$ cat src/rtl/pwm3_pkg.sv
// Shared encodings for the segment-mapped three-leg PWM.
// Assumes: leg indices 0,1,2 stand for legs a,b,c throughout the block.
package pwm3_pkg;
    typedef enum logic [1:0] {
        MODE_SIXTY   = 2'd0,
        MODE_UP_ENV  = 2'd1,
        MODE_LOW_ENV = 2'd2,
        MODE_OFF     = 2'd3
    } pwm_mode_e;

    localparam logic [1:0] LEG_A = 2'd0;
    localparam logic [1:0] LEG_B = 2'd1;
    localparam logic [1:0] LEG_C = 2'd2;
endpackage

$ cat src/rtl/pwm3_carrier.sv
// Up/down carrier phase counter with peak strobe and period-end load pulse.
// Assumes: PEAK >= 2; the phase value maps to a triangle in the leg modules.
module pwm3_carrier #(
    parameter  int PEAK = 2500,
    localparam int PH_W = $clog2(2 * PEAK)
) (
    input  logic            clk,
    input  logic            rst_n,
    output logic [PH_W-1:0] ph_o,
    output logic            load_o,
    output logic            trig_o
);
    localparam logic [PH_W-1:0] PH_LAST = PH_W'(2 * PEAK - 1);
    localparam logic [PH_W-1:0] PH_PRE  = PH_W'(PEAK - 1);
    localparam logic [PH_W-1:0] PH_TOP  = PH_W'(PEAK);

    // Advance the phase and wrap at the end of the period.
    always_ff @(posedge clk) begin
        if (!rst_n) begin
            ph_o <= '0;
        end else if (ph_o == PH_LAST) begin
            ph_o <= '0;
        end else begin
            ph_o <= ph_o + 1'b1;
        end
    end

    // Register the strobe so that it is high exactly in the peak cycle.
    always_ff @(posedge clk) begin
        if (!rst_n) begin
            trig_o <= 1'b0;
        end else begin
            trig_o <= (ph_o == PH_PRE);
        end
    end

    // Shadow load request in the final cycle of each period.
    always_comb begin
        load_o = (ph_o == PH_LAST);
    end

    assert_trig_at_peak_R2: assert property (@(posedge clk) disable iff (!rst_n)
        trig_o |-> (ph_o == PH_TOP));

    assert_phase_wrap_R1: assert property (@(posedge clk) disable iff (!rst_n)
        (ph_o == PH_LAST) |=> (ph_o == '0));
endmodule

$ cat src/rtl/pwm3_seg_map.sv
// Maps line-to-line duty commands to clamped per-leg bottom duties.
// Assumes: inputs are already captured in shadow registers; lo_lim <= hi_lim <= PEAK.
module pwm3_seg_map
    import pwm3_pkg::*;
#(
    parameter  int PEAK  = 2500,
    parameter  int DW    = 14,
    localparam int CNT_W = $clog2(PEAK + 1)
) (
    input  pwm_mode_e                mode_i,
    input  logic [2:0]               seg_i,
    input  logic signed [DW-1:0]     dab_i,
    input  logic signed [DW-1:0]     dbc_i,
    input  logic signed [DW-1:0]     dca_i,
    input  logic [CNT_W-1:0]         lo_lim_i,
    input  logic [CNT_W-1:0]         hi_lim_i,
    output logic [2:0]               en_o,
    output logic [2:0][CNT_W-1:0]    dn_o
);
    localparam int XW = DW + 2;

    logic [1:0]           park_leg;
    logic                 park_high;
    logic                 valid;
    logic signed [XW-1:0] lvl;
    logic signed [XW-1:0] ab;
    logic signed [XW-1:0] bc;
    logic signed [XW-1:0] ca;
    logic signed [XW-1:0] lo_s;
    logic signed [XW-1:0] hi_s;
    logic signed [XW-1:0] dp_raw [3];
    logic signed [XW-1:0] dp_cl  [3];

    // Select the parked leg and its level from mode and segment.
    always_comb begin
        park_leg  = LEG_A;
        park_high = 1'b0;
        valid     = 1'b0;
        case (mode_i)
            MODE_SIXTY: begin
                valid = (seg_i <= 3'd5);
                case (seg_i)
                    3'd0:    begin park_leg = LEG_A; park_high = 1'b1; end
                    3'd1:    begin park_leg = LEG_C; park_high = 1'b0; end
                    3'd2:    begin park_leg = LEG_B; park_high = 1'b1; end
                    3'd3:    begin park_leg = LEG_A; park_high = 1'b0; end
                    3'd4:    begin park_leg = LEG_C; park_high = 1'b1; end
                    default: begin park_leg = LEG_B; park_high = 1'b0; end
                endcase
            end
            MODE_UP_ENV: begin
                valid     = (seg_i <= 3'd2);
                park_high = 1'b1;
                park_leg  = (seg_i == 3'd1) ? LEG_B : (seg_i == 3'd2) ? LEG_C : LEG_A;
            end
            MODE_LOW_ENV: begin
                valid     = (seg_i <= 3'd2);
                park_high = 1'b0;
                park_leg  = (seg_i == 3'd1) ? LEG_A : (seg_i == 3'd2) ? LEG_B : LEG_C;
            end
            default: begin
                valid = 1'b0;
            end
        endcase
    end

    // Solve the upper duties of the two active legs around the parked level.
    always_comb begin
        ab   = XW'(dab_i);
        bc   = XW'(dbc_i);
        ca   = XW'(dca_i);
        lvl  = park_high ? XW'(PEAK) : '0;
        dp_raw[0] = lvl;
        dp_raw[1] = lvl;
        dp_raw[2] = lvl;
        case (park_leg)
            LEG_A: begin
                dp_raw[1] = lvl - ab;
                dp_raw[2] = lvl + ca;
            end
            LEG_B: begin
                dp_raw[0] = lvl + ab;
                dp_raw[2] = lvl - bc;
            end
            default: begin
                dp_raw[1] = lvl + bc;
                dp_raw[0] = lvl - ca;
            end
        endcase
    end

    // Clamp each active duty into the band and convert to a bottom duty.
    always_comb begin
        lo_s = $signed(XW'(lo_lim_i));
        hi_s = $signed(XW'(hi_lim_i));
    end

    for (genvar g = 0; g < 3; g++) begin : g_leg
        always_comb begin
            if (dp_raw[g] < lo_s) begin
                dp_cl[g] = lo_s;
            end else if (dp_raw[g] > hi_s) begin
                dp_cl[g] = hi_s;
            end else begin
                dp_cl[g] = dp_raw[g];
            end
            dn_o[g] = CNT_W'(XW'(PEAK) - dp_cl[g]);
            en_o[g] = valid && (park_leg != 2'(g));
        end
    end
endmodule

$ cat src/rtl/pwm3_leg_out.sv
// One bridge leg: compares the triangle with the bottom duty and inserts dead time.
// Assumes: dn_i <= PEAK; outputs lag the compare by one registered cycle.
module pwm3_leg_out #(
    parameter  int PEAK  = 2500,
    parameter  int DT_W  = 8,
    localparam int PH_W  = $clog2(2 * PEAK),
    localparam int CNT_W = $clog2(PEAK + 1)
) (
    input  logic             clk,
    input  logic             rst_n,
    input  logic [PH_W-1:0]  ph_i,
    input  logic             en_i,
    input  logic [CNT_W-1:0] dn_i,
    input  logic [DT_W-1:0]  dt_i,
    output logic             hi_o,
    output logic             lo_o
);
    logic            rising;
    logic [PH_W-1:0] car;
    logic [PH_W-1:0] dn_w;
    logic            lo_raw;
    logic [1:0]      pat;
    logic [1:0]      pat_q;
    logic [DT_W-1:0] gap_q;
    logic [DT_W-1:0] gap_n;

    // Fold the phase into a triangle and decide the wanted gate pattern.
    always_comb begin
        rising = (ph_i < PH_W'(PEAK));
        car    = rising ? ph_i : (PH_W'(2 * PEAK) - ph_i);
        dn_w   = PH_W'(dn_i);
        lo_raw = en_i && (rising ? (car < dn_w) : (car <= dn_w));
        pat    = {en_i && !lo_raw, lo_raw};
    end

    // Restart the dead-time gap on any pattern change, otherwise count down.
    always_comb begin
        if (pat != pat_q) begin
            gap_n = dt_i;
        end else if (gap_q != '0) begin
            gap_n = gap_q - 1'b1;
        end else begin
            gap_n = '0;
        end
    end

    // Register the gates, holding both off while the gap runs.
    always_ff @(posedge clk) begin
        if (!rst_n) begin
            pat_q <= 2'b00;
            gap_q <= '0;
            hi_o  <= 1'b0;
            lo_o  <= 1'b0;
        end else begin
            pat_q <= pat;
            gap_q <= gap_n;
            {hi_o, lo_o} <= (gap_n == '0) ? pat : 2'b00;
        end
    end

    assert_no_shoot_through_R7: assert property (@(posedge clk) disable iff (!rst_n)
        !(hi_o && lo_o));

    assert_gap_after_low_R7: assert property (@(posedge clk) disable iff (!rst_n)
        (($past(dt_i) != '0) && $past(lo_o)) |-> !hi_o);

    assert_gap_after_high_R7: assert property (@(posedge clk) disable iff (!rst_n)
        (($past(dt_i) != '0) && $past(hi_o)) |-> !lo_o);
endmodule

$ cat src/rtl/pwm3_seg_bridge.sv
// Top: shadow capture at period end, segment mapping and three gated legs.
// Assumes: duty_min_i <= duty_max_i <= PEAK; dead time shorter than the shortest on-window.
module pwm3_seg_bridge
    import pwm3_pkg::*;
#(
    parameter  int PEAK  = 2500,
    parameter  int DW    = 14,
    parameter  int DT_W  = 8,
    localparam int CNT_W = $clog2(PEAK + 1),
    localparam int PH_W  = $clog2(2 * PEAK)
) (
    input  logic                 clk,
    input  logic                 rst_n,
    input  logic [1:0]           mode_i,
    input  logic [2:0]           seg_i,
    input  logic signed [DW-1:0] dab_i,
    input  logic signed [DW-1:0] dbc_i,
    input  logic signed [DW-1:0] dca_i,
    input  logic [CNT_W-1:0]     duty_min_i,
    input  logic [CNT_W-1:0]     duty_max_i,
    input  logic [DT_W-1:0]      dead_i,
    output logic [2:0]           gate_hi_o,
    output logic [2:0]           gate_lo_o,
    output logic                 adc_trig_o
);
    logic [PH_W-1:0]         ph;
    logic                    load;
    pwm_mode_e               mode_q;
    logic [2:0]              seg_q;
    logic signed [DW-1:0]    dab_q;
    logic signed [DW-1:0]    dbc_q;
    logic signed [DW-1:0]    dca_q;
    logic [CNT_W-1:0]        lo_lim_q;
    logic [CNT_W-1:0]        hi_lim_q;
    logic [DT_W-1:0]         dt_q;
    logic [2:0]              leg_en;
    logic [2:0][CNT_W-1:0]   leg_dn;

    pwm3_carrier #(.PEAK(PEAK)) u_carrier (
        .clk    (clk),
        .rst_n  (rst_n),
        .ph_o   (ph),
        .load_o (load),
        .trig_o (adc_trig_o)
    );

    // Capture all commands in the last cycle of the period; reset parks everything off.
    always_ff @(posedge clk) begin
        if (!rst_n) begin
            mode_q   <= MODE_OFF;
            seg_q    <= '0;
            dab_q    <= '0;
            dbc_q    <= '0;
            dca_q    <= '0;
            lo_lim_q <= '0;
            hi_lim_q <= '0;
            dt_q     <= '0;
        end else if (load) begin
            mode_q   <= pwm_mode_e'(mode_i);
            seg_q    <= seg_i;
            dab_q    <= dab_i;
            dbc_q    <= dbc_i;
            dca_q    <= dca_i;
            lo_lim_q <= duty_min_i;
            hi_lim_q <= duty_max_i;
            dt_q     <= dead_i;
        end
    end

    pwm3_seg_map #(.PEAK(PEAK), .DW(DW)) u_map (
        .mode_i   (mode_q),
        .seg_i    (seg_q),
        .dab_i    (dab_q),
        .dbc_i    (dbc_q),
        .dca_i    (dca_q),
        .lo_lim_i (lo_lim_q),
        .hi_lim_i (hi_lim_q),
        .en_o     (leg_en),
        .dn_o     (leg_dn)
    );

    for (genvar g = 0; g < 3; g++) begin : g_leg
        pwm3_leg_out #(.PEAK(PEAK), .DT_W(DT_W)) u_leg (
            .clk   (clk),
            .rst_n (rst_n),
            .ph_i  (ph),
            .en_i  (leg_en[g]),
            .dn_i  (leg_dn[g]),
            .dt_i  (dt_q),
            .hi_o  (gate_hi_o[g]),
            .lo_o  (gate_lo_o[g])
        );

        assert_parked_leg_off_R8: assert property (@(posedge clk) disable iff (!rst_n)
            !$past(leg_en[g]) |-> (!gate_hi_o[g] && !gate_lo_o[g]));
    end

    assert_shadow_hold_R10: assert property (@(posedge clk) disable iff (!rst_n)
        !$past(load) |-> ($stable(seg_q) && $stable(mode_q) && $stable(dab_q)));
endmodule

$ cat config.mk
export PLATFORM = sky130hd
export DESIGN_NAME = pwm3_seg_bridge
export DESIGN_NICKNAME = d
export VERILOG_FILES = /design/src/rtl/pwm3_pkg.sv /design/src/rtl/pwm3_carrier.sv /design/src/rtl/pwm3_seg_map.sv /design/src/rtl/pwm3_leg_out.sv /design/src/rtl/pwm3_seg_bridge.sv
export SDC_FILE = /design/constraint.sdc
export NUM_CORES = 1
export LEC_CHECK = 0
export BUFFER_PORTS_ARGS = -buffer_cell sky130_fd_sc_hd__buf_4
export CAP_MARGIN = 20
export CORE_MARGIN = 3
export CORE_UTILIZATION = 30
export CTS_BUF_LIST = sky130_fd_sc_hd__clkbuf_8
export CTS_CLUSTER_DIAMETER = 50
export DETAILED_ROUTE_END_ITERATION = 10
export GPL_TIMING_DRIVEN = 0
export MAX_ROUTING_LAYER = met4
export PLACE_DENSITY = 0.47
export SYNTH_ARGS = -nofsm -noshare
export SYNTH_HDL_FRONTEND = slang
export SYNTH_HIERARCHICAL = 1
export SYNTH_SLANG_ARGS = --single-unit
export TNS_END_PERCENT = 1
$ cat constraint.sdc
create_clock -name clk -period 23.5 [get_ports clk]
set_clock_uncertainty 0.15 [all_clocks]
set_input_delay 4.7 -clock clk [delete_from_list [all_inputs] [get_ports clk]]
set_output_delay 4.7 -clock clk [all_outputs]
set_load 0.05 [all_outputs]
==> key figures, run 1 <==
Timing
  – Fin. Hold Viols: 0
  – Final Cycle Share: 0.521
  – Min Hold Slack: 0.374 ns
  – Max-slew violation count: 0
  – Worst Tran Pin Value: 1.14 ns
  – Setup TNS: 0 ns
  – RSZ-0062 raised after global routing: false
  – Slew HR: 0.237
  – Setup WS post-layout: 11.26 ns
  – Peak Freq: 81.7 MHz
  – Final setup vio count: 0
  – Fin crit period: 12.24 ns

Placement
  – Dpl ws: 11.52 ns
  – GPL Wtd Cong: 0.953
  – Post-DP HPWL: 44.0 mm
  – DP Area: 0.0168 mm²
  – Placed instance count: 2,668
  – Port Buffers: 87

Worst setup path
  – Setup crit end kind: register
  – Worst R2R Start: mode_q[1]
  – Slowest stage delay, CP: 0.64 ns
  – Worst EP required: 23.81 ns
  – CP max FO: 10
  – Crit path launch: mode_q[1]
  – Startpoint Class: register
  – WS Path Type: reg2reg
  – Most frequent CP cell: ha_1
  – CP max stage cell: clkbuf_1
  – Critical path arrival: 12.56 ns

Global routing
  – Overall routing resource usage: 0.210
  – Met1 global-route usage: 0.274
  – Antenna violations before repair: 1
  – Grt met2 use: 0.334
  – GR Overflow Total: 0
  – First-pass GRT wire length: 83.7 mm
  – Met3 Use GR: 0.0265
  – Largest net degree at the start of global routing: 22
  – Most Crowded Layer GR: met2
  – Vias in the first global route: 14,100

Min path
  – HP Class: reg2reg
  – Min-delay src: dca_q[5]

Finish
  – Fillers: 5,385
  – FF/Latch Area: 0.00258 mm²
  – Post-Layout Cell Count: 2,701
  – Area Growth Syn to Fin: 12.4%
  – Final nets: 2,235
  – Layout cells sized above 1: 0.142
  – Area of the multi-input gates: 0.0118 mm²
  – Cell area after layout: 0.0172 mm²

Clock tree
  – Postcts setup bufs: 0
  – Root Driver: clkbuf_8
  – Htree depth: 4
  – CTS buffer count: 17
  – CTS tree: built
  – Longest Clk Path Bufs: 2
  – Cts hold-fix bufs: 0
  – Sink Count: 129
  – Post-CTS Resized: 0
  – Clock-pin slew on the worst setup and hold paths: 0.08 ns
  – Clk Latency, worst-skew pair: 0.53 ns

Power and ir drop
  – Leak: 7.04 nW
  – Peak VDD IR: 0.0329 mV
  – PD cells: 37.5 mW/mm²

Synthesis
  – Yosys warns: 6
  – Post-synth top area cell: dfxtp_1
  – Synth async-reset ratio: 0
  – Post-Synthesis Cell Area: 0.0153 mm²
  – Seq/Total Area, Yosys: 0.169
  – Synthesized net count: 2,128
  – Compound-Gate Fraction of Synth Area: 0.243
  – Top FF cell, synth: dfxtp_1
  – Mux share of post-synthesis cell area: 0.0841
  – Mean post-synth cell area: 8.00 µm²
  – Area share of the largest cell type after synthesis: 0.169
  – Largest family of logic cells by synthesized area: simple AND/OR/NAND/NOR gates
  – Yosys cell types: 123
  – Simple-gate share of the synthesized area: 0.263
  – Post-synth EDFFs: 0
  – #FFs+latches synth: 129
  – Cell count after synthesis: 1,908
  – Xor/xnor share of the synthesized area: 0.0677
  – Post-Synth Adder-Cell Area: 0.114
  – Synth area leaders: dfxtp_1, ha_1, mux2i_1, a21oi_1, nor2_1

Route
  – Drt initial violations: 1,067
  – Routed Wire Length: 55.1 mm
  – DR vias/cell: 5.47
  – Drt drc: 0
  – Iteration count of the initial detailed-routing pass: 5
  – Wire per inst: 20.4 µm
  – Vias: 14,800
  – DRT antenna net count: 0

Die
  – Die ar.: 0.0536 mm²
  – Initial Util: 0.304
  – Die span in y: 232 µm
  – Die X-Extent: 232 µm
  – Rows: 82
  – Core ar.: 0.0502 mm²
  – Ports: 88

Run
  – Number of maximum-capacitance violations: 0

Run status
  – Status: finished, final reports clean
logic make-up after synthesis:
kind of cell	count (synthesis)
buffers and inverters	201
AOI/OAI and AO/OA	493
adders and majority gates	139
and+or+nand+nor	704
xor gates and xnor gates	118
DFF	129
muxes	124
layout make-up:
| class | instances | area share |
|---|---|---|
| Multi-Input combinational cell | 1578 | 0.686 |
| Sequential cell | 129 | 0.150 |
| Tap cell | 672 | 0.0490 |
| Timing Repair Buffer | 88 | 0.0385 |
| Inverter | 125 | 0.0273 |
| Buffer | 76 | 0.0255 |
| Clock buffer | 17 | 0.0136 |
| Clock inverter | 15 | 0.00933 |
| Antenna cell | 1 | 0.000146 |
critical path, delay by kind of cell, from the launching register on:
kind / cells / cell delay (ns)
AO/OA/AOI/OAI: 18 / 5.15
XOR/XNOR: 2 / 0.25
adder cells (fa/ha/maj): 5 / 1.53
buffers and inverters: 10 / 2.74
flip-flops: 1 / 0.41
AND/OR/NAND/NOR: 8 / 1.93
stage by stage:
stage	util	total power [mW]
after detailed placement	0.334	0.450
after global placement	0.334	0.448
after global routing	0.342	0.691
after floorplan	-	0.405
final	0.342	0.644
after CTS	0.342	0.658
where the power goes:
part / internal (mW) / switching (mW)
Combinational: 0.0958 / 0.0935
Clock: 0.0947 / 0.103
Sequential: 0.236 / 0.0210
worst paths after layout:
kind	slack, ns	end	cells after the start
hold / removal	0.37	dca_q[5]	2
hold reg to reg	0.37	dca_q[5]	2
setup / recovery	11.26	g_leg[2].u_leg/gap_q[4]	43
setup reg to reg	11.26	g_leg[2].u_leg/gap_q[4]	43
flip-flops by register name, indices dropped and copies added, names as in the netlist, 6 cells and up:
name	flops
lo_lim_q	12
u_carrier/ph_o	13
dbc_q	14
dca_q	14
dt_q	8
dab_q	14
hi_lim_q	12
g_leg.u_leg/gap_q	24
g_leg.u_leg/pat_q	6
synth_stat cells (all sizes together), types with 6 or more instances:
cell     instances
nor2           154
a21oi          146
ha             139
dfxtp          129
inv            125
nand2          114
mux2i          109
nor2b           90
o21ai           70
xnor2           61
nand3           59
xor2            57
nor3            44
buf             43
a21o            37
nand4           34
clkbuf          33
a211oi          31
and3            31
nor4            30
or3             30
nand2b          27
o31ai           24
o211ai          20
or4             16
mux2            15
and2            13
a311o           12
a31oi           12
a211o           11
o21a            11
a22oi           10
a311oi          10
and2b           10
o31a            10
or2             10
nand3b           9
a21boi           8
a221o            8
nor3b            7
o22ai            7
a2111oi          6
per-layer routing:
metal / part of all wire / wire (µm)
met1: 0.47 / 25800
met3: 0.046 / 2540
met2: 0.46 / 25200
met5: 0 / 0
met4: 0.026 / 1450
placed cells by master (no fill, tap or decap), types with 9 or more instances in the layout:
cell type,n
buf_4,99
nand2_1,110
nand2b_1,27
nand3b_1,9
mux2_2,13
a22oi_1,10
and3_1,24
nor3_1,40
o31ai_1,17
a311o_1,12
or3_1,22
nor4_1,26
buf_2,17
buf_6,9
ha_1,139
a21o_1,37
and2_1,13
nand3_1,50
clkbuf_1,33
or2_2,9
xnor2_1,61
o21ai_0,56
a211o_1,10
a21oi_1,142
a31oi_1,11
o31a_1,9
o211ai_1,17
inv_1,126
nand4_1,32
xor2_1,57
nor2b_1,90
clkbuf_8,17
and2b_1,10
or4_1,14
mux2i_1,107
o21a_1,10
dfxtp_1,129
nor2_1,152
a211oi_1,25
Note: power is estimated with default switching activity, not from simulation.
==> run 2, diff against run 1 <==
--- a/config.mk
+++ b/config.mk
@@ -5,6 +5,7 @@
 export SDC_FILE = /design/constraint.sdc
 export NUM_CORES = 1
 export LEC_CHECK = 0
+export ABC_AREA = 1
 export BUFFER_PORTS_ARGS = -buffer_cell sky130_fd_sc_hd__buf_4
 export CAP_MARGIN = 20
 export CORE_MARGIN = 3
@@ -14,7 +15,7 @@
 export DETAILED_ROUTE_END_ITERATION = 10
 export GPL_TIMING_DRIVEN = 0
 export MAX_ROUTING_LAYER = met4
-export PLACE_DENSITY = 0.47
+export PLACE_DENSITY = 0.49
 export SYNTH_ARGS = -nofsm -noshare
 export SYNTH_HDL_FRONTEND = slang
 export SYNTH_HIERARCHICAL = 1
==> constraint.sdc (replaced) <==
create_clock -name clk -period 11.2 [get_ports clk]
set_clock_uncertainty 0.15 [all_clocks]
set_input_delay 2.24 -clock clk [delete_from_list [all_inputs] [get_ports clk]]
set_output_delay 2.24 -clock clk [all_outputs]
set_load 0.05 [all_outputs]
==> key figures, run 2 <==
Run status
  – Status: finished, final reports clean (unchanged)

Synthesis
  – Top cells by count, synth: nand2_1, inv_1, nor2_1 (was nor2_1, a21oi_1, ha_1)
  – Yosys warns: 6 (unchanged)
  – Area share of the largest cell type after synthesis: 0.185 (was 0.169)
  – Yosys cell types: 54 (was 123)
  – Mean post-synth cell area: 5.83 µm² (was 8.00 µm²)
  – Synth area leaders: nand2_1, dfxtp_1, ha_1, inv_1, nor2_1 (was dfxtp_1, ha_1, mux2i_1, a21oi_1, nor2_1)
  – Seq/Total Area, Yosys: 0.170 (was 0.169)
  – Synthesized net count: 2,824 (was 2,128)
  – Most numerous cell in the Yosys netlist: nand2_1 (was nor2_1)
  – #FFs+latches synth: 129 (unchanged)
  – Synth async-reset ratio: 0 (unchanged)
  – Post-synth top area cell: nand2_1 (was dfxtp_1)
  – Top FF cell, synth: dfxtp_1 (unchanged)
  – Post-Synthesis Cell Area: 0.0152 mm² (was 0.0153 mm²)
  – Post-synth EDFFs: 0 (unchanged)
  – Cell count after synthesis: 2,604 (was 1,908)

Power and ir drop
  – Leak: 9.43 nW (was 7.04 nW)
  – PD cells: 81.6 mW/mm² (was 37.5 mW/mm²)
  – Peak VDD IR: 0.110 mV (was 0.0329 mV)
  – Tot Pwr: 1.40 mW (was 0.644 mW)

Die
  – Die X-Extent: 231 µm (was 232 µm)
  – Ports: 88 (unchanged)
  – Die span in y: 231 µm (was 232 µm)
  – Core ar.: 0.0495 mm² (was 0.0502 mm²)
  – Rows: 81 (was 82)
  – Die ar.: 0.0533 mm² (was 0.0536 mm²)
  – Initial Util: 0.307 (was 0.304)

Worst setup path
  – Worst EP required: 11.46 ns (was 23.81 ns)
  – Setup crit end kind: register (unchanged)
  – Most frequent CP cell: nand2_1 (was ha_1)
  – CP bufs+invs: 9 (was 10)
  – Critical path arrival: 9.54 ns (was 12.56 ns)
  – Critical path's top delay family: simple AND/OR/NAND/NOR gates (was compound AO/OA/AOI/OAI gates)
  – CP max stage cell: o41ai_1 (was clkbuf_1)
  – Startpoint Class: register (unchanged)
  – WS Path Type: reg2reg (unchanged)
  – Slowest stage delay, CP: 0.70 ns (was 0.64 ns)
  – CP max FO: 10 (unchanged)

Finish
  – Register with the most flip-flops: g_leg.u_leg/gap_q (unchanged)
  – Antenna cells: 0 (was 1)
  – Max reg flops: 24 (unchanged)
  – Layout cells sized above 1: 0.134 (was 0.142)
  – Most frequent cells in the layout: nand2_1, inv_1, nor2_1, nand3_1, ha_1 (was nor2_1, a21oi_1, ha_1, dfxtp_1, inv_1)
  – Most common cell after layout, fill and taps aside: nand2_1 (was nor2_1)
  – Area Growth Syn to Fin: 12.6% (was 12.4%)
  – Final Core Density: 0.346 (was 0.342)
  – Final nets: 2,931 (was 2,235)

Clock tree
  – Postcts setup bufs: 0 (unchanged)
  – Sink Count: 129 (unchanged)
  – CTS tree: built (unchanged)
  – Longest Clk Path Bufs: 2 (unchanged)
  – CTS buffer count: 17 (unchanged)
  – Clock-pin slew on the worst setup and hold paths: 0.09 ns (was 0.08 ns)
  – Root Driver: clkbuf_8 (unchanged)
  – Clk Latency, worst-skew pair: 0.50 ns (was 0.53 ns)
  – Cts hold-fix bufs: 0 (unchanged)
  – Htree depth: 4 (unchanged)
  – Post-CTS Resized: 0 (unchanged)

Timing
  – Peak Freq: 108 MHz (was 81.7 MHz)
  – Fin crit period: 9.28 ns (was 12.24 ns)
  – Min Hold Slack: 0.325 ns (was 0.374 ns)
  – Setup TNS: 0 ns (unchanged)
  – RSZ-0062 raised after global routing: false (unchanged)
  – Slew HR: 0.295 (was 0.237)
  – Final Cycle Share: 0.829 (was 0.521)
  – Max-slew violation count: 0 (unchanged)
  – Fin. Hold Viols: 0 (unchanged)
  – Worst Tran Pin Value: 1.05 ns (was 1.14 ns)
  – Final setup vio count: 0 (unchanged)

Run
  – Number of maximum-capacitance violations: 0 (unchanged)

Placement
  – Post-DP HPWL: 40.7 mm (was 44.0 mm)
  – GPL Wtd Cong: 0.956 (was 0.953)
  – Port Buffers: 87 (unchanged)

Global routing
  – Largest net degree at the start of global routing: 22 (unchanged)
  – Overall routing resource usage: 0.191 (was 0.210)
  – First-pass GRT wire length: 78.5 mm (was 83.7 mm)
  – Most Crowded Layer GR: met2 (unchanged)
  – GR Overflow Total: 0 (unchanged)
  – Met1 global-route usage: 0.252 (was 0.274)
  – Grt met2 use: 0.302 (was 0.334)
  – Met3 Use GR: 0.0304 (was 0.0265)
  – Antenna violations before repair: 1 (unchanged)
  – Vias in the first global route: 15,100 (was 14,100)

Route
  – Drt drc: 0 (unchanged)
  – Vias: 15,900 (was 14,800)
  – Routed Wire Length: 49.0 mm (was 55.1 mm)
  – DR vias/cell: 4.68 (was 5.47)
  – Iteration count of the initial detailed-routing pass: 6 (was 5)
  – DRT antenna net count: 0 (unchanged)
  – Wire per inst: 14.5 µm (was 20.4 µm)
  – Drt initial violations: 897 (was 1,067)

Min path
  – HP Class: reg2reg (unchanged)
## run 2: changes by cell type after synthesis, sizes merged, moves of 35 or more
cell   previous run  this run
nor2            154       419
a21oi           146        95
nand2           114       838
mux2i           109         0
a21o             37         2
nand3            59       236
inv             125       429
xnor2            61        11
nor2b            90         0
## run 2: logic make-up (layout without fill, tap and decap cells)
family,count (synthesis),after routing,share of synthesized area
flops,129,129,0.170
simple gates,1586,1586,0.475
fa+ha+maj,139,139,0.115
compound gates,201,201,0.0727
buf+inv,487,607,0.131
xor+xnor,62,62,0.0358
## run 2: metal layers
metal / share of wire / vias up
met3: 0.053 / 58
met4: 0.020 / 0
li1: - / 8329
met2: 0.45 / 311
met5: 0 / -
met1: 0.48 / 7169
## run 2: report_power, final
| group | leakage, nW | switching (mW) | internal [mW] |
|---|---|---|---|
| Clock | 0.215 | 0.224 | 0.212 |
| Sequential | 1.04 | 0.0221 | 0.496 |
| Combinational | 8.17 | 0.259 | 0.182 |
## run 2: cell type report
class | instances | area, µm²
Inverter | 430 | 1620
Tap cell | 664 | 831
Timing Repair Buffer | 88 | 668
Buffer | 57 | 374
Fill cell | 5620 | 32400
Sequential cell | 129 | 2580
Clock buffer | 18 | 248
Multi-Input combinational cell | 1988 | 10600
Clock inverter | 14 | 169
## run 2: path summary, 6_finish.rpt
path | slack [ns] | from | to | cells after the start
min | 0.33 | lo_lim_q[9] | lo_lim_q[9] | 2
min reg2reg | 0.33 | lo_lim_q[9] | lo_lim_q[9] | 2
max | 1.92 | mode_q[0] | g_leg[1].u_leg/hi_o | 56
max reg2reg | 1.92 | mode_q[0] | g_leg[1].u_leg/hi_o | 56
## run 2: stage by stage
stage | area, µm² | std cells | setup WS [ns]
final | 17100 | 3388 | 1.92
after global placement | 16700 | 3355 | 2.12
after CTS | 17100 | 3388 | 1.95
after detailed placement | 16700 | 3356 | 1.97
after global routing | 17100 | 3388 | 1.02
after floorplan | 15200 | 2604 | 4.06
## run 2: tightest hold or removal path: stages (launching register included)
cell	delay, ns
dfxtp_1	0.32
nor2_1	0.08
nor2_1	0.05
==> run 3, diff against run 2 <==
--- a/config.mk
+++ b/config.mk
@@ -5,7 +5,7 @@
 export SDC_FILE = /design/constraint.sdc
 export NUM_CORES = 1
 export LEC_CHECK = 0
-export ABC_AREA = 1
+export ABC_AREA = 0
 export BUFFER_PORTS_ARGS = -buffer_cell sky130_fd_sc_hd__buf_4
 export CAP_MARGIN = 20
 export CORE_MARGIN = 3
@@ -15,7 +15,7 @@
 export DETAILED_ROUTE_END_ITERATION = 10
 export GPL_TIMING_DRIVEN = 0
 export MAX_ROUTING_LAYER = met4
-export PLACE_DENSITY = 0.49
+export PLACE_DENSITY = 0.47
 export SYNTH_ARGS = -nofsm -noshare
 export SYNTH_HDL_FRONTEND = slang
 export SYNTH_HIERARCHICAL = 1
==> constraint.sdc (replaced) <==
create_clock -name clk -period 9.6 [get_ports clk]
set_clock_uncertainty 0.15 [all_clocks]
set_input_delay 1.92 -clock clk [delete_from_list [all_inputs] [get_ports clk]]
set_output_delay 1.92 -clock clk [all_outputs]
set_load 0.05 [all_outputs]
==> key figures, run 3 (synthesis gave the netlist of run 1 again) <==
Placement
  – GPL Wtd Cong: 0.953 (was 0.956)
  – Port Buffers: 87 (unchanged)
  – Post-DP HPWL: 44.0 mm (was 40.7 mm)
  – Dpl ws: -2.38 ns (was 1.97 ns)

Route
  – Drt drc: 0 (unchanged)
  – DR vias/cell: 5.47 (was 4.68)
  – Drt initial violations: 1,053 (was 897)
  – Routed Wire Length: 55.9 mm (was 49.0 mm)
  – Iteration count of the initial detailed-routing pass: 5 (was 6)
  – DRT antenna net count: 0 (unchanged)
  – Vias: 15,100 (was 15,900)
  – Wire per inst: 20.3 µm (was 14.5 µm)

Finish
  – Register with the most flip-flops: g_leg.u_leg/gap_q (unchanged)
  – Most frequent cells in the layout: buf_4, nor2_1, ha_1, a21oi_1, dfxtp_1 (was nand2_1, inv_1, nor2_1, nand3_1, ha_1)
  – Final nets: 2,287 (was 2,931)
  – Max reg flops: 24 (unchanged)
  – Most common cell after layout, fill and taps aside: buf_4 (was nand2_1)
  – Layout cells sized above 1: 0.196 (was 0.134)
  – Fillers: 5,335 (was 5,620)
  – Area Growth Syn to Fin: 18.5% (was 12.6%)

Global routing
  – First-pass GRT wire length: 84.0 mm (was 78.5 mm)
  – GR Overflow Total: 0 (unchanged)
  – Overall routing resource usage: 0.211 (was 0.191)
  – Vias in the first global route: 14,200 (was 15,100)
  – Largest net degree at the start of global routing: 22 (unchanged)
  – Antenna violations before repair: 1 (unchanged)

Worst setup path
  – Most frequent CP cell: inv_1 (was nand2_1)
  – Startpoint Class: register (unchanged)
  – CP max FO: 10 (unchanged)
  – Slowest stage delay, CP: 0.42 ns (was 0.70 ns)
  – Critical path arrival: 9.59 ns (was 9.54 ns)
  – CP max stage cell: or3_4 (was o41ai_1)
  – Setup crit end kind: register (unchanged)
  – Worst EP required: 9.86 ns (was 11.46 ns)
  – WS Path Type: reg2reg (unchanged)

Clock tree
  – Htree depth: 4 (unchanged)
  – Clk Latency, worst-skew pair: 0.54 ns (was 0.50 ns)
  – Longest Clk Path Bufs: 2 (unchanged)
  – Clock-pin slew on the worst setup and hold paths: 0.08 ns (was 0.09 ns)
  – CTS tree: built (unchanged)
  – CTS buffer count: 17 (unchanged)
  – Root Driver: clkbuf_8 (unchanged)
  – Sink Count: 129 (unchanged)

Die
  – Die span in y: 232 µm (was 231 µm)
  – Initial Util: 0.304 (was 0.307)
  – Die X-Extent: 232 µm (was 231 µm)
  – Rows: 82 (was 81)
  – Die ar.: 0.0536 mm² (was 0.0533 mm²)
  – Core ar.: 0.0502 mm² (was 0.0495 mm²)
  – Ports: 88 (unchanged)

Timing
  – RSZ-0062 raised after global routing: true (was false)
  – Setup WS post-layout: 0.270 ns (was 1.92 ns)
  – Final Cycle Share: 0.972 (was 0.829)
  – Final setup vio count: 0 (unchanged)
  – Fin. Hold Viols: 0 (unchanged)
  – Setup TNS: 0 ns (unchanged)
  – Peak Freq: 107 MHz (was 108 MHz)
  – Worst Tran Pin Value: 0.982 ns (was 1.05 ns)
  – Slew HR: 0.345 (was 0.295)
  – Fin crit period: 9.33 ns (was 9.28 ns)
  – Max-slew violation count: 0 (unchanged)

Power and ir drop
  – PD cells: 87.5 mW/mm² (was 81.6 mW/mm²)
  – Peak VDD IR: 0.0794 mV (was 0.110 mV)
  – Leak: 7.46 nW (was 9.43 nW)

Run
  – Number of maximum-capacitance violations: 0 (unchanged)

Min path
  – HP Class: reg2reg (unchanged)

Run status
  – Status: finished, final reports clean (unchanged)
## run 3: where the power goes
| group | internal (mW) | total [mW] | switching, mW |
|---|---|---|---|
| clock network | 0.232 | 0.487 | 0.255 |
| registers | 0.576 | 0.628 | 0.0518 |
| logic | 0.237 | 0.469 | 0.233 |
| total | 1.05 | 1.58 | 0.539 |
## run 3: final cells by class
class	count	area, µm²	area share
Multi-Input combinational cell	1579	12200	0.672
Sequential cell	129	2590	0.143
Timing Repair Buffer	142	1090	0.0603
Tap cell	672	841	0.0465
Buffer	73	558	0.0308
Inverter	125	469	0.0259
Clock buffer	17	234	0.0129
Clock inverter	15	160	0.00885
Antenna cell	1	2.50	0.000138
## run 3: path summary, 6_finish.rpt
| path | to | start | slack, ns | cells past startpoint |
|---|---|---|---|---|
| setup / recovery | g_leg[2].u_leg/lo_o | mode_q[1] | 0.27 | 43 |
| hold / removal | dca_q[5] | dca_q[5] | 0.37 | 2 |
| setup reg to reg | g_leg[2].u_leg/lo_o | mode_q[1] | 0.27 | 43 |
| hold reg to reg | dca_q[5] | dca_q[5] | 0.37 | 2 |
## run 3: per-stage QoR
stage | hold slack (ns) | util | area [µm²] | power, mW | instances
floorplan | 0.327 | - | 15300 | 0.991 | 1908
detailed placement | 0.354 | 0.334 | 16800 | 1.10 | 2668
finish | 0.374 | 0.361 | 18100 | 1.58 | 2753
global placement | 0.345 | 0.334 | 16800 | 1.10 | 2667
global route | 0.409 | 0.361 | 18100 | 1.69 | 2753
CTS | 0.379 | 0.349 | 17500 | 1.61 | 2715
## run 3: layer usage
metal	global-route usage	share of wire	routed length [µm]
met4	0.0757	0.028	1560
met2	0.336	0.46	25700
met3	0.0251	0.043	2430
met5	-	0	0
met1	0.275	0.47	26200
## run 3: critical path, delay by kind of cell (launching register included)
kind / cells / cell delay [ns]
buffers and inverters: 10 / 1.33
and+or+nand+nor: 9 / 1.99
DFF: 1 / 0.37
adders and majority gates: 5 / 1.32
AOI/OAI and AO/OA: 17 / 3.72
xor gates and xnor gates: 2 / 0.32
## run 3: what timing repair did
action / in CTS / in global routing
gates resized for setup: 74 / 57
gates cloned: 0 / 1
endpoints found under the setup margin: 36 / 36
pin swaps: 16 / 28
hold buffers: 0 / 0
hold endpoints to repair: 0 / 0
buffers inserted: 15 / 38
